[config.mk]
export PLATFORM = sky130hd
export DESIGN_NAME = mwb_bridge
export DESIGN_NICKNAME = d
export VERILOG_FILES = /design/src/rtl/mwb_pkg.sv /design/src/rtl/mwb_decode.sv /design/src/rtl/mwb_legacy_file.sv /design/src/rtl/mwb_ext_file.sv /design/src/rtl/mwb_bridge.sv
export SDC_FILE = /design/constraint.sdc
export NUM_CORES = 1
export LEC_CHECK = 0
export BUFFER_PORTS_ARGS = -buffer_cell sky130_fd_sc_hd__buf_2
export CAP_MARGIN = 20
export CORE_AREA = 2 2 213 215
export CTS_CLUSTER_SIZE = 20
export DETAILED_ROUTE_END_ITERATION = 6
export DIE_AREA = 0 0 215 217
export PLACE_DENSITY = 0.72
export REMOVE_ABC_BUFFERS = 1
export SLEW_MARGIN = 5
export SYNTH_ARGS = -nofsm -noshare
export SYNTH_HDL_FRONTEND = slang
export SYNTH_SLANG_ARGS = --single-unit
export TNS_END_PERCENT = 20
[constraint.sdc]
create_clock -name clk_i -period 2.9 [get_ports clk_i]
set_input_delay 0.58 -clock clk_i [delete_from_list [all_inputs] [get_ports clk_i]]
set_output_delay 0.58 -clock clk_i [all_outputs]
set_load 0.02 [all_outputs]
[src/rtl/mwb_pkg.sv]
package mwb_pkg;
  localparam int unsigned ADDR_W    = 12;
  localparam int unsigned LEG_SPAN  = 32;
  localparam int unsigned LEG_AW    = $clog2(LEG_SPAN);
  localparam int unsigned EXT_REGS  = 11;
  localparam int unsigned EXT_IW    = $clog2(EXT_REGS);
  localparam int unsigned CTL_SPAN  = 8;
  localparam logic [ADDR_W-1:0] LEG_BASE = 12'h400;
  localparam logic [ADDR_W-1:0] EXT_BASE = 12'h500;
  localparam logic [ADDR_W-1:0] CTL_BASE = 12'h600;
  localparam logic [9:0]  LEG_PORT_BASE  = 10'h3C0;
  localparam logic [31:0] BO_BIG         = 32'hBEBE_BEBE;
  localparam logic [31:0] BO_LITTLE      = 32'h1E1E_1E1E;

  typedef enum logic [1:0] {SZ_B = 2'd0, SZ_H = 2'd1, SZ_W = 2'd2} size_e;
  typedef enum logic [1:0] {RG_NONE, RG_LEG, RG_EXT, RG_CTL} region_e;
endpackage

[src/rtl/mwb_decode.sv]
module mwb_decode import mwb_pkg::*; (
  input  logic [ADDR_W-1:0] addr_i,
  input  logic [1:0]        size_i,
  input  logic              ext_en_i,
  output region_e           region_o,
  output logic [LEG_AW-1:0] leg_off_o,
  output logic [EXT_IW-1:0] ext_idx_o,
  output logic              ctl_bo_o
);
  logic [ADDR_W-1:0] leg_rel, ext_rel, ctl_rel;
  logic leg_in, ext_in, ctl_in, leg_ok, ext_ok, ctl_ok;

  assign leg_rel = addr_i - LEG_BASE;
  assign ext_rel = addr_i - EXT_BASE;
  assign ctl_rel = addr_i - CTL_BASE;

  assign leg_in = (addr_i >= LEG_BASE) && (leg_rel < ADDR_W'(LEG_SPAN));
  assign ext_in = (addr_i >= EXT_BASE) && (ext_rel < ADDR_W'(2 * EXT_REGS));
  assign ctl_in = (addr_i >= CTL_BASE) && (ctl_rel < ADDR_W'(CTL_SPAN));

  // 16-bit legacy access must keep its high byte inside the bank
  assign leg_ok = (size_i == SZ_B) ||
                  ((size_i == SZ_H) && (leg_rel < ADDR_W'(LEG_SPAN - 1)));
  assign ext_ok = (size_i == SZ_H) && !ext_rel[0];
  assign ctl_ok = ext_en_i && (size_i == SZ_W) && (ctl_rel[1:0] == 2'b00);

  always_comb begin
    region_o = RG_NONE;
    if (leg_in && leg_ok)      region_o = RG_LEG;
    else if (ext_in && ext_ok) region_o = RG_EXT;
    else if (ctl_in && ctl_ok) region_o = RG_CTL;
  end

  assign leg_off_o = leg_rel[LEG_AW-1:0];
  assign ext_idx_o = ext_rel[EXT_IW:1];
  assign ctl_bo_o  = ctl_rel[2];
endmodule

[src/rtl/mwb_legacy_file.sv]
module mwb_legacy_file #(
  parameter int unsigned DEPTH = 32,
  localparam int unsigned AW   = $clog2(DEPTH)
) (
  input  logic          clk_i,
  input  logic          rst_ni,
  input  logic          wr_en_i,
  input  logic [AW-1:0] wr_off_i,
  input  logic [7:0]    wr_data_i,
  input  logic [AW-1:0] rd_off_i,
  output logic [7:0]    rd_lo_o,
  output logic [7:0]    rd_hi_o
);
  logic [7:0] port_q [DEPTH];
  logic [AW-1:0] rd_off_hi;

  always_ff @(posedge clk_i or negedge rst_ni) begin
    if (!rst_ni) begin
      for (int i = 0; i < DEPTH; i++) port_q[i] <= '0;
    end else if (wr_en_i) begin
      port_q[wr_off_i] <= wr_data_i;
    end
  end

  assign rd_off_hi = rd_off_i + AW'(1);
  assign rd_lo_o   = port_q[rd_off_i];
  assign rd_hi_o   = port_q[rd_off_hi];
endmodule

[src/rtl/mwb_ext_file.sv]
module mwb_ext_file #(
  parameter int unsigned REGS = 11,
  localparam int unsigned IW  = $clog2(REGS)
) (
  input  logic          clk_i,
  input  logic          rst_ni,
  input  logic          acc_i,
  input  logic          wr_i,
  input  logic [IW-1:0] idx_i,
  input  logic [15:0]   wdata_i,
  output logic [15:0]   rdata_o,
  output logic [IW-1:0] idx_o
);
  logic [15:0]   reg_q [REGS];
  logic [IW-1:0] idx_q;

  always_ff @(posedge clk_i or negedge rst_ni) begin
    if (!rst_ni) begin
      idx_q <= '0;
      for (int i = 0; i < REGS; i++) reg_q[i] <= '0;
    end else if (acc_i) begin
      idx_q <= idx_i;
      if (wr_i && (idx_i < IW'(REGS))) reg_q[idx_i] <= wdata_i;
    end
  end

  assign rdata_o = (idx_i < IW'(REGS)) ? reg_q[idx_i] : 16'h0;
  assign idx_o   = idx_q;

  a_r4_index_load: assert property (@(posedge clk_i) disable iff (!rst_ni)
    acc_i |=> (idx_o == $past(idx_i)));
endmodule

[src/rtl/mwb_bridge.sv]
module mwb_bridge import mwb_pkg::*; #(
  parameter int unsigned CTL_SIZE_VAL = CTL_SPAN,
  parameter logic [7:0]  REV_BASE     = 8'd1,
  parameter logic [7:0]  REV_EXT      = 8'd2
) (
  input  logic              clk_i,
  input  logic              rst_ni,
  input  logic              ext_en_i,
  input  logic              req_valid_i,
  input  logic              req_write_i,
  input  logic [ADDR_W-1:0] req_addr_i,
  input  logic [1:0]        req_size_i,
  input  logic [31:0]       req_wdata_i,
  output logic              req_ready_o,
  output logic              rsp_valid_o,
  output logic [31:0]       rsp_rdata_o,
  output logic              leg_wr_valid_o,
  output logic [9:0]        leg_wr_port_o,
  output logic [7:0]        leg_wr_data_o,
  output logic [EXT_IW-1:0] ext_index_o,
  output logic              big_endian_o,
  output logic [7:0]        revision_o
);
  typedef enum logic {ST_IDLE, ST_SPLIT} st_e;

  region_e           region;
  logic [LEG_AW-1:0] leg_off, lw_off, hi_off_q;
  logic [EXT_IW-1:0] ext_idx;
  logic              ctl_bo;
  st_e               st_q;
  logic [7:0]        hi_data_q, lw_data, leg_lo, leg_hi;
  logic              idle_req, split_go, accept, lw_en, bo_wr, be_q;
  logic [15:0]       ext_rdata;
  logic [31:0]       rd_mux;
  logic              rsp_valid_q;
  logic [31:0]       rsp_rdata_q;

  mwb_decode u_dec (
    .addr_i(req_addr_i), .size_i(req_size_i), .ext_en_i(ext_en_i),
    .region_o(region), .leg_off_o(leg_off), .ext_idx_o(ext_idx), .ctl_bo_o(ctl_bo)
  );

  assign idle_req    = (st_q == ST_IDLE) && req_valid_i;
  assign split_go    = idle_req && req_write_i && (region == RG_LEG) && (req_size_i == SZ_H);
  assign req_ready_o = (st_q == ST_SPLIT) || !split_go;
  assign accept      = req_valid_i && req_ready_o;

  always_ff @(posedge clk_i or negedge rst_ni) begin
    if (!rst_ni) begin
      st_q      <= ST_IDLE;
      hi_off_q  <= '0;
      hi_data_q <= '0;
    end else if (split_go) begin
      st_q      <= ST_SPLIT;
      hi_off_q  <= leg_off + LEG_AW'(1);
      hi_data_q <= req_wdata_i[15:8];
    end else begin
      st_q      <= ST_IDLE;
    end
  end

  // legacy write port: low byte in the idle cycle, high byte in the split cycle
  always_comb begin
    lw_en   = 1'b0;
    lw_off  = leg_off;
    lw_data = req_wdata_i[7:0];
    if (st_q == ST_SPLIT) begin
      lw_en   = 1'b1;
      lw_off  = hi_off_q;
      lw_data = hi_data_q;
    end else if (idle_req && req_write_i && (region == RG_LEG)) begin
      lw_en   = 1'b1;
    end
  end

  mwb_legacy_file #(.DEPTH(LEG_SPAN)) u_leg (
    .clk_i(clk_i), .rst_ni(rst_ni), .wr_en_i(lw_en), .wr_off_i(lw_off),
    .wr_data_i(lw_data), .rd_off_i(leg_off), .rd_lo_o(leg_lo), .rd_hi_o(leg_hi)
  );

  mwb_ext_file #(.REGS(EXT_REGS)) u_ext (
    .clk_i(clk_i), .rst_ni(rst_ni), .acc_i(idle_req && (region == RG_EXT)),
    .wr_i(req_write_i), .idx_i(ext_idx), .wdata_i(req_wdata_i[15:0]),
    .rdata_o(ext_rdata), .idx_o(ext_index_o)
  );

  assign bo_wr = idle_req && req_write_i && (region == RG_CTL) && ctl_bo;

  always_ff @(posedge clk_i or negedge rst_ni) begin
    if (!rst_ni)                                  be_q <= 1'b0;
    else if (bo_wr && req_wdata_i == BO_BIG)      be_q <= 1'b1;
    else if (bo_wr && req_wdata_i == BO_LITTLE)   be_q <= 1'b0;
  end

  always_comb begin
    rd_mux = '0;
    unique case (region)
      RG_LEG:  rd_mux = (req_size_i == SZ_H) ? {16'h0, leg_hi, leg_lo} : {24'h0, leg_lo};
      RG_EXT:  rd_mux = {16'h0, ext_rdata};
      RG_CTL:  rd_mux = ctl_bo ? (be_q ? BO_BIG : BO_LITTLE) : 32'(CTL_SIZE_VAL);
      default: rd_mux = '0;
    endcase
  end

  always_ff @(posedge clk_i or negedge rst_ni) begin
    if (!rst_ni) begin
      rsp_valid_q <= 1'b0;
      rsp_rdata_q <= '0;
    end else begin
      rsp_valid_q <= accept;
      rsp_rdata_q <= (accept && !req_write_i) ? rd_mux : 32'h0;
    end
  end

  assign rsp_valid_o    = rsp_valid_q;
  assign rsp_rdata_o    = rsp_rdata_q;
  assign leg_wr_valid_o = lw_en;
  assign leg_wr_port_o  = LEG_PORT_BASE + 10'(lw_off);
  assign leg_wr_data_o  = lw_data;
  assign big_endian_o   = be_q;
  assign revision_o     = ext_en_i ? REV_EXT : REV_BASE;

  a_r2_hi_follows_lo: assert property (@(posedge clk_i) disable iff (!rst_ni)
    (st_q == ST_SPLIT) |-> (lw_en && lw_off == $past(lw_off) + LEG_AW'(1)));
  a_r2_stall_one_cycle: assert property (@(posedge clk_i) disable iff (!rst_ni)
    !req_ready_o |=> req_ready_o);
  a_r6_mode_needs_write: assert property (@(posedge clk_i) disable iff (!rst_ni)
    (big_endian_o != $past(big_endian_o)) |-> $past(bo_wr));
  a_r8_unmapped_reads_zero: assert property (@(posedge clk_i) disable iff (!rst_ni)
    (rsp_valid_o && $past(region == RG_NONE)) |-> (rsp_rdata_o == 32'h0));
  a_r10_rsp_follows_accept: assert property (@(posedge clk_i) disable iff (!rst_ni)
    accept |=> rsp_valid_o);
endmodule

* Word level (Yosys, flattened, before mapping) *
Index checks and enable logic that the tools add are counted.

word-level totals
  register bits = 484
  bits in latches = 0
  RAM bits = 0
  memory bits (read-only) = 0
  input bits = 51
  output and inout port bits = 66
  word-level logic and storage cells = 146
  memories = 0

cells by class
  add/subtract/negate cells = 5
  multipliers = 0
  div/mod/pow operators = 0
  order comparisons = 14
  eq/ne operators = 7
  shift operators = 0
  muxes and demuxes = 32
  bitwise gates (word level) = 5
  reduce and logical (&&, ||, !) cells = 33

operator list
  operator                                                             count
  bitwise mux 256 bit                                                  1
  bitwise mux 176 bit                                                  1
  two-way mux 32 bit                                                   3
  one-hot mux 32 bit (3 select lines)                                  1
  binary-select mux 8 bit (select 5 bit)                               2
  two-way mux 16 bit                                                   5
  binary-select mux 16 bit (select 4 bit)                              1
  demux 16 bit (select 4 bit)                                          1
  two-way mux 8 bit                                                    6
  demux 8 bit (select 5 bit)                                           1
  greater-or-equal comparator 12 x 11 -> 1 bit, second input constant  3
  subtractor 12 x 11 -> 12 bit, second input constant                  3
  equality test 32 x 29 -> 1 bit, second input constant                1
  equality test 32 bit, second input constant                          1
  logical AND 1 bit                                                    24
  less-than comparator 12 x 5 -> 1 bit, second input constant          2
  greater-or-equal comparator 6 bit, second input constant             3
  NOT 5 -> 6 bit                                                       3
  less-than comparator 12 x 4 -> 1 bit, second input constant          1
  less-than comparator 12 x 6 -> 1 bit, second input constant          1
  adder 7 x 6 -> 8 bit, first input constant                           1
  two-way mux 2 bit                                                    4
  equality test 2 bit, second input constant                           3
  less-than comparator 6 x 1 -> 1 bit, second input constant           1
  other kinds (14)                                                     23

* Logic depth before layout (Yosys ltp) *
Gate-level depths: netlist of run 1.

  depth in word-level cells = 15
  mapped depth = 11
  gate-level depth less buffers = 8

* By module *
Synthesis of run 1 repeated with hierarchy kept, for this count alone.

second synthesis, totals
  cell total of the unflattened synthesis = 1692
  area, all modules = 24483.5 µm²

modules (own cells, without submodules)
  module           times used  cells each  area each (µm²)  sequential area each (µm²)
  mwb_legacy_file  1           875         13949.6          6406.1
  mwb_ext_file     1           577         8348.0           4504.3
  mwb_bridge       1           206         1930.6           850.8
  mwb_decode       1           34          255.2            0.0

* Worst setup path before layout of run 1 *
Ideal clock, no wire load.

  path type = in2reg
  start = input port req_addr_i[1]
  end = register rsp_rdata_q[10], in the netlist rsp_rdata_o[10]
  library setup time = 0.083 ns
  arrival time = 2.652 ns
  required time = 2.817 ns
  path slack = 0.164 ns
  stages = 10
  buffers on the path = 4
  cells stage by stage = buf_6 inv_1 buf_1 ha_1 clkbuf_1 clkbuf_1 mux4_2 mux2i_1 a221o_1 o22ai_1

RTL lines
  element                                               line                   text
  start, declared                                       mwb_bridge.sv:11       input logic [ADDR_W-1:0] req_addr_i,
  subtractor 12 x 11 -> 12 bit                          mwb_decode.sv:13       assign leg_rel = addr_i - LEG_BASE;
  adder 5 x 1 -> 5 bit                                  mwb_legacy_file.sv:25  assign rd_off_hi = rd_off_i + AW'(1);
  net u_leg.rd_off_hi[1]                                mwb_legacy_file.sv:15  logic [AW-1:0] rd_off_hi;
  NOT 5 -> 6 bit (implied by the code)                  mwb_legacy_file.sv:27  assign rd_hi_o = port_q[rd_off_hi];
  binary-select mux 8 bit (select 5 bit)                mwb_legacy_file.sv:27
  two-way mux 8 bit (implied by the code) (2 in a row)  mwb_legacy_file.sv:27
  two-way mux 16 bit                                    mwb_bridge.sv:98       RG_LEG: rd_mux = (req_size_i == SZ_H) ? {16'h0, leg_hi, leg_lo} : {24'h0, leg_lo};
  one-hot mux 32 bit (3 select lines)                   mwb_bridge.sv:97       unique case (region)
  two-way mux 32 bit                                    mwb_bridge.sv:111      rsp_rdata_q <= (accept && !req_write_i) ? rd_mux : 32'h0;
  end signal, assigned                                  mwb_bridge.sv:111
  end, declared                                         mwb_bridge.sv:36       logic [31:0] rsp_rdata_q;

The timed path passes the listed nets, and every way through them passes these cells. The select of a mux whose other input is x is not followed.
A chain may end at the register's enable or synchronous reset.

* Worst setup path in the final report of run 1 *
  start = register st_q
  end = output port leg_wr_port_o[2]

between the ends
  word-level cells in the longest chain between the ends = 2

RTL lines
  element                 line               text
  start, declared         mwb_bridge.sv:30   st_e st_q;
  start signal, assigned  mwb_bridge.sv:50   st_q <= ST_IDLE;
  start signal, assigned  mwb_bridge.sv:54   st_q <= ST_SPLIT;
  start signal, assigned  mwb_bridge.sv:58   st_q <= ST_IDLE;
  two-way mux 5 bit       mwb_bridge.sv:67   if (st_q == ST_SPLIT) begin
  adder 7 x 6 -> 8 bit    mwb_bridge.sv:118  assign leg_wr_port_o = LEG_PORT_BASE + 10'(lw_off);
  end, declared           mwb_bridge.sv:18   output logic [9:0] leg_wr_port_o,

No other way between the ends.

==> results of run 1 <==
==> stage by stage <==
stage	hold WS (ns)	instance area, sq um
floorplan	0.2844	23220
global placement	0.4682	26600
detailed placement	0.4749	26600
CTS	0.2717	28320
global route	0.2914	28370
finish	0.2962	28370
==> cell usage after synthesis, types with 7 or more instances <==
library cell    n  share of area (%)
mux2i_1        75                3.1
nand3_1        16               0.33
a221o_1        12               0.50
a221oi_1       14               0.51
nor4_1          7               0.18
a21oi_1        24               0.50
buf_6          11               0.51
o22ai_1        11               0.29
o31ai_1        10               0.31
nor3_1         11               0.23
nand4_4         7               0.62
a32o_1          8               0.33
clkinv_1       10               0.16
mux4_2        142                 13
nor2_1         48               0.75
mux2_4         70                4.4
clkbuf_1       89                1.4
o21ai_0       218                4.5
buf_4          31               0.97
nand2_1       291                4.5
inv_1          10               0.16
buf_2          37               0.77
a22oi_1        19               0.59
dfrtp_1       470                 49
mux2_2        194                9.1
==> report_power, final <==
part           total [mW]  internal, mW  leakage [nW]  switching, mW
combinational        1.31         0.464          6.25          0.850
clock                6.67          3.99         0.843           2.68
sequential           6.66          6.62          6.41         0.0451
total                14.6          11.1          13.5           3.58
==> cell families (layout without fill, tap and decap cells) <==
family,Yosys count,after routing,share of synthesized area (%)
muxes,481,481,29.86
DFF,470,470,48.88
and+or+nand+nor,422,422,8.080
AOI/OAI and AO/OA,351,351,8.767
buffers and inverters,191,401,3.999
xor gates and xnor gates,5,5,0.1820
adders and majority gates,4,4,0.2080
other,2,15,0.03121
==> layout make-up <==
class	count	area [sq um]
Clock buffer	71	1484
Clock inverter	18	224.0
Fill cell	3407	16320
Inverter	20	83.83
Multi-Input combinational cell	1278	11460
Sequential cell	470	11760
Tap cell	600	750.7
Timing Repair Buffer	292	2609
==> worst max-delay path by stage <==
stage                        endpoint  slack, ns  cells after the start
detailed placement  u_leg.port_q[102]      -0.03                     10
global placement     u_leg.port_q[98]       0.07                     10
floorplan             rsp_rdata_o[13]      -0.73                      5
global route           leg_wr_valid_o      -0.03                      7
finish               leg_wr_port_o[2]       0.01                      6
CTS                  leg_wr_port_o[2]      -0.08                      6
==> layer usage <==
metal  global-route usage (%)  vias to the layer above  part of all wire [%]
met4                    13.59                        0                   4.5
met1                    42.92                     8874                    41
met5                        0                        -                     0
met3                    6.080                      183                   8.3
li1                         -                     7430                     -
met2                    48.41                      837                    46
==> critical path, cell delays in order (launching register included) <==
cell and delay, ns:
dfrtp_2 0.52, buf_6 0.24, clkinvlp_4 0.21, a21boi_2 0.27
inv_1 0.12, buf_4 0.18, buf_2 0.16
==> what timing repair did <==
item,in CTS,in global routing
buffers inserted,0,3
hold buffers,1,0
resized for setup,3,5
hold endpoints to repair,40,0
endpoints found under the setup margin,7,4
==> layout by cell type, fill, tap and decap left out, types with 48 or more instances in the layout <==
cell       instances
buf_2             98
buf_12            51
dfrtp_1          469
buf_4            138
nand2_1          291
mux2_2           194
mux2_4            70
mux2i_1           67
mux4_2           142
clkbuf_16         53
o21ai_0          218
nor2_1            48
==> flip-flops by register name, summed over array words and instances, names as in the netlist <==
register	count
hi_data_q	8
hi_off_q	5
u_ext.idx_o	4
u_ext.reg_q	176
u_leg.port_q	256
rsp_valid_o	1
rsp_rdata_o	18
st_q	1
big_endian_o	1
==> metrics.md, run 1 <==
| Metric | Value |
|---|---|
| Die Wd | 215 um |
| Antenna violations before repair | 0 |
| Final Critical Period | 2.886 ns |
| First-pass GRT wire length | 109200 um |
| Hold endpoint | hi_off_q[0] |
| Clk_lat worst skew | 0.60 ns |
| CP required | 2.32 ns |
| RSZ-0062 raised after global routing | yes |
| Ports | 117 |
| Remaining antenna violation count | 0 |
| TNS Setup | 0 ns |
| Via count | 17320 |
| Synthesis Warnings | 0 |
| Avg Inst Size Synth | 12.49 sq um |
| Iter 0 DRT Violations | 1965 |
| EDFF count, synth | 0 |
| DRC | 3 |
| CTS Buffer Depth | 3 |
| Sequential fraction of the synthesis area | 48.88% |
| Post-Syn Area | 0.02406 sq mm |
| CP Max Fanout | 20 |
| Critical path arrival | 2.31 ns |
| Maximum level of the CTS H-tree | 2 |
| PortBufs | 101 |
| Skew final | 0.01365 ns |
| Area grow syn2layout | 17.92% |
| Starting density of the core | 53.83% |
| Syn Inst Count | 1926 |
| Worst Hold Depth | 2 |
| Gr usage total | 31.06% |
| Leakage power | 13.50 nW |
| Largest net degree at the start of global routing | 112 |
| Top FF cell, synth | dfrtp_1 |
| Fin crit share | 99.51% |
| Synth async-reset ratio | 100.0% |
| Final Hold Vio Count | 0 |
| Worst-Margin Slew | 0.8390 ns |
| CP startpoint | st_q |
| Yosys reg bits | 470 |
| Die height | 217 um |
| Hold Path Origin | req_addr_i[0] |
| Worst slack, placed | -0.02616 ns |
| Clk pin slew, worst setup/hold paths | 0.06 ns |
| Antenna Cells | 0 |
| Vias in the first global route | 17520 |
| Final wirelength | 71400 um |
| CTS tree | built |
| Setup crit end kind | primary output |
| Fraction of layout cells with a size suffix above 1 | 37.79% |
| CP Class | reg -> out |
| Worst hold path type | in -> reg |
| Non-filler instance count after layout | 2749 |
| Final net count | 2168 |
| Design Power | 14.65 mW |
| Total of max-cap violations | 0 |
| Row count | 78 |
| FMAX | 346.5 MHz |
| Share of the core filled with cells | 63.48% |
| Router iterations before antenna repair | 7 |
| Status | complete, but fails checks |
| Core ar. | 0.04470 sq mm |
| Final Setup Violations | 0 |
| CTS Buf Count | 51 |
| Cells after DPL | 2655 |
| Wire length per cell | 25.97 um |
| FF-to-FF Start | st_q |
| Congestion Overflow GR | 0 |
| Failing checks | design-rule violations |
| Die area | 0.04666 sq mm |
| DP HPWL | 48770 um |
| Max_slew headroom | 43.86% |
| VDD IR max | 0.4101 mV |
| Synth unique cells | 68 |
| Worst r2r dst | u_leg.port_q[219] |
| Sink Count | 470 |
| Crit start category | register |
| Pwr dens | 516.3 mW/mm^2 |
| Vias per cell | 6.302 |
| R2R cell count | 9 |
| CTS root buf | clkbuf_16 |
| Placer Congestion | 0.9618 |
| Fin worst setup slack | 0.01420 ns |
| Final Max Slew Viols | 0 |
| R2r setup slk | 0.33 ns |
No activity file was read; power rests on OpenSTA's default activity.
==> run 2: changes to the inputs <==
Settings changed: GPL_TIMING_DRIVEN set to 0.
==> run 2 against run 1 <==
Net effect:
- critical endpoint is now req_ready_o
- clock power is 1% higher
- design area fell by 2.9%
- largest cell class unchanged
- register-to-register slack got worse by 0.26 ns
- critical path depth fell by 1
- the flow finishes with violations (negative setup slack)
==> metrics.md, run 2 (same netlist as run 1, synthesis figures left out) <==
| Metric | Value |
|---|---|
| Remaining antenna violation count | 0 (unchanged) |
| R2R cell count | 8 (-1) |
| FMAX | 339.2 MHz (-2.1%) |
| Crit start category | primary input |
| Final Setup Violations | 34 (+34) |
| Die Wd | 215 um (unchanged) |
| Leading cell type in the layout, fill and taps excluded | dfrtp_1 |
| Placer Congestion | 0.9461 (-1.6%) |
| Final net count | 2040 (-5.9%) |
| Wire length per cell | 27.24 um (+4.9%) |
| PortBufs | 101 (unchanged) |
| Fin worst setup slack | -0.04846 ns (-0.06267 ns) |
| Share of the core filled with cells | 61.64% (-1.8 points) |
| Commonest non-fill, non-tap cells in the layout | dfrtp_1, nand2_1, o21ai_0, mux2_2, mux4_2 |
| DP HPWL | 42380 um (-13%) |
| Setup crit end kind | primary output |
| Clk_lat worst skew | 0.61 ns (about the same) |
| Worst-Margin Slew | 1.053 ns (+0.2141 ns) |
| Final Hold Vio Count | 0 (unchanged) |
| CP Max Fanout | 20 (unchanged) |
| First-pass GRT wire length | 108100 um (-1.0%) |
| FF-to-FF Start | st_q |
| Congestion Overflow GR | 0 (unchanged) |
| RSZ-0062 raised after global routing | yes |
| Total of max-cap violations | 0 (unchanged) |
| Gr usage total | 30.90% (-0.16 points) |
| Via count | 17220 (-0.58%) |
| Vias per cell | 6.559 (+4.1%) |
| Die height | 217 um (unchanged) |
| Worst r2r dst | u_leg.port_q[108] |
| Die area | 0.04666 sq mm (unchanged) |
| DRC | 0 (-3) |
| Core ar. | 0.04470 sq mm (unchanged) |
| Leakage power | 12.84 nW (-4.9%) |
| CP required | 2.32 ns (about the same) |
| Max reg flops | 256 (unchanged) |
| Fraction of layout cells with a size suffix above 1 | 35.51% (-2.3 points) |
| Router iterations before antenna repair | 6 (-1) |
| Final Critical Period | 2.948 ns (+0.06267 ns) |
| CTS Buf Count | 50 (-2.0%) |
| Fin crit share | 101.7% (+2.2 points) |
| Status | complete, but fails checks |
| Crit path to | req_ready_o |
| Failing checks | negative setup slack |
| Maximum level of the CTS H-tree | 2 (unchanged) |
| Largest net degree at the start of global routing | 120 (+7.1%) |
| Ports | 117 (unchanged) |
| Top reg by flops | u_leg.port_q |
| Critical path arrival | 2.37 ns (+0.06 ns) |
| CTS root buf | clkbuf_16 |
| Vias in the first global route | 17040 (-2.7%) |
| Min Hold Slack | 0.2647 ns (-0.03152 ns) |
| R2r setup slk | 0.07 ns (-0.26 ns) |
| Iter 0 DRT Violations | 2032 (+3.4%) |
| Clk pin slew, worst setup/hold paths | 0.06 ns (about the same) |
| Final wirelength | 71530 um (+0.18%) |
| Final Max Slew Viols | 0 (unchanged) |
| Starting density of the core | 53.83% (unchanged) |
| Row count | 78 (unchanged) |
| CP Class | in -> out |
| Area grow syn2layout | 14.50% |
| Design Power | 14.70 mW (+0.38%) |
| Sink Count | 470 (unchanged) |
| Max_slew headroom | 29.29% (-15 points) |
| Skew final | 0.01379 ns (+0.0001364 ns) |
| VDD IR max | 0.4332 mV (+5.7%) |
| CP startpoint | req_addr_i[9] |
| Pwr dens | 533.7 mW/mm^2 (+3.4%) |
| Worst hold path type | in -> reg |
| CTS Buffer Depth | 3 (unchanged) |
| CTS tree | built |
| Antenna violations before repair | 3 (+3) |
## run 2: worst min-delay path by stage
stage                               from              to  cells past startpoint
final                        req_valid_i     rsp_valid_o                      2
after global routing         req_valid_i     rsp_valid_o                      2
after CTS                    req_valid_i     rsp_valid_o                      2
after detailed placement  u_ext.idx_o[1]  u_ext.idx_o[1]                      2
after global placement       hi_off_q[2]     hi_off_q[2]                      2
after floorplan                   rst_ni    big_endian_o                      0
## run 2: cell type report
cell class,instances,area [sq um]
inverter,20,110.1
timing repair buffer,159,1449
fill,3408,17150
sequential,470,11770
antenna,1,2.502
clock inverter,30,329.1
tap,600,750.7
multi-input combinational,1284,11750
clock buffer,62,1396
## run 2: power by group
part | internal (mW) | total (mW) | switching (mW)
Combinational | 0.442 | 1.30 | 0.858
Sequential | 6.61 | 6.66 | 0.0464
Clock | 3.96 | 6.74 | 2.79
## run 2: per-layer routing
layer,vias to the layer above,share of wire [%],GRT usage (%)
li1,7190,-,-
met4,6,5.2,14.76
met5,-,0.048,0
met2,983,46,47.71
met1,8830,39,41.62
met3,215,10,7.449
## run 2: metrics by stage
step | TNS [ns] | worst slack [ns] | std cells | instance area [sq um]
floorplan | -25.82 | -0.7253 | 1768 | 23220
global placement | -5388.47 | -7.931 | 2469 | 24480
detailed placement | -521.28 | -2.024 | 2486 | 25010
CTS | -5.500 | -0.3395 | 2607 | 27330
global route | -3.117 | -0.09834 | 2625 | 27550
finish | -0.8577 | -0.04846 | 2626 | 27550
## run 2: what timing repair did
| action | 4_1_cts | 5_1_grt |
|---|---|---|
| gates cloned | 8 | 1 |
| pin swaps | 9 | 2 |
| setup endpoints to repair | 478 | 302 |
| gates resized for setup | 47 | 13 |
| hold endpoints to repair | 9 | 0 |
| hold buffers | 1 | 0 |
| setup buffers | 20 | 17 |
## run 2: worst max-delay path, stage by stage
cell and delay (ns):
buf_2 0.14, nor4b_1 0.72, o211a_4 0.33, nand3_4 0.31, buf_6 0.27
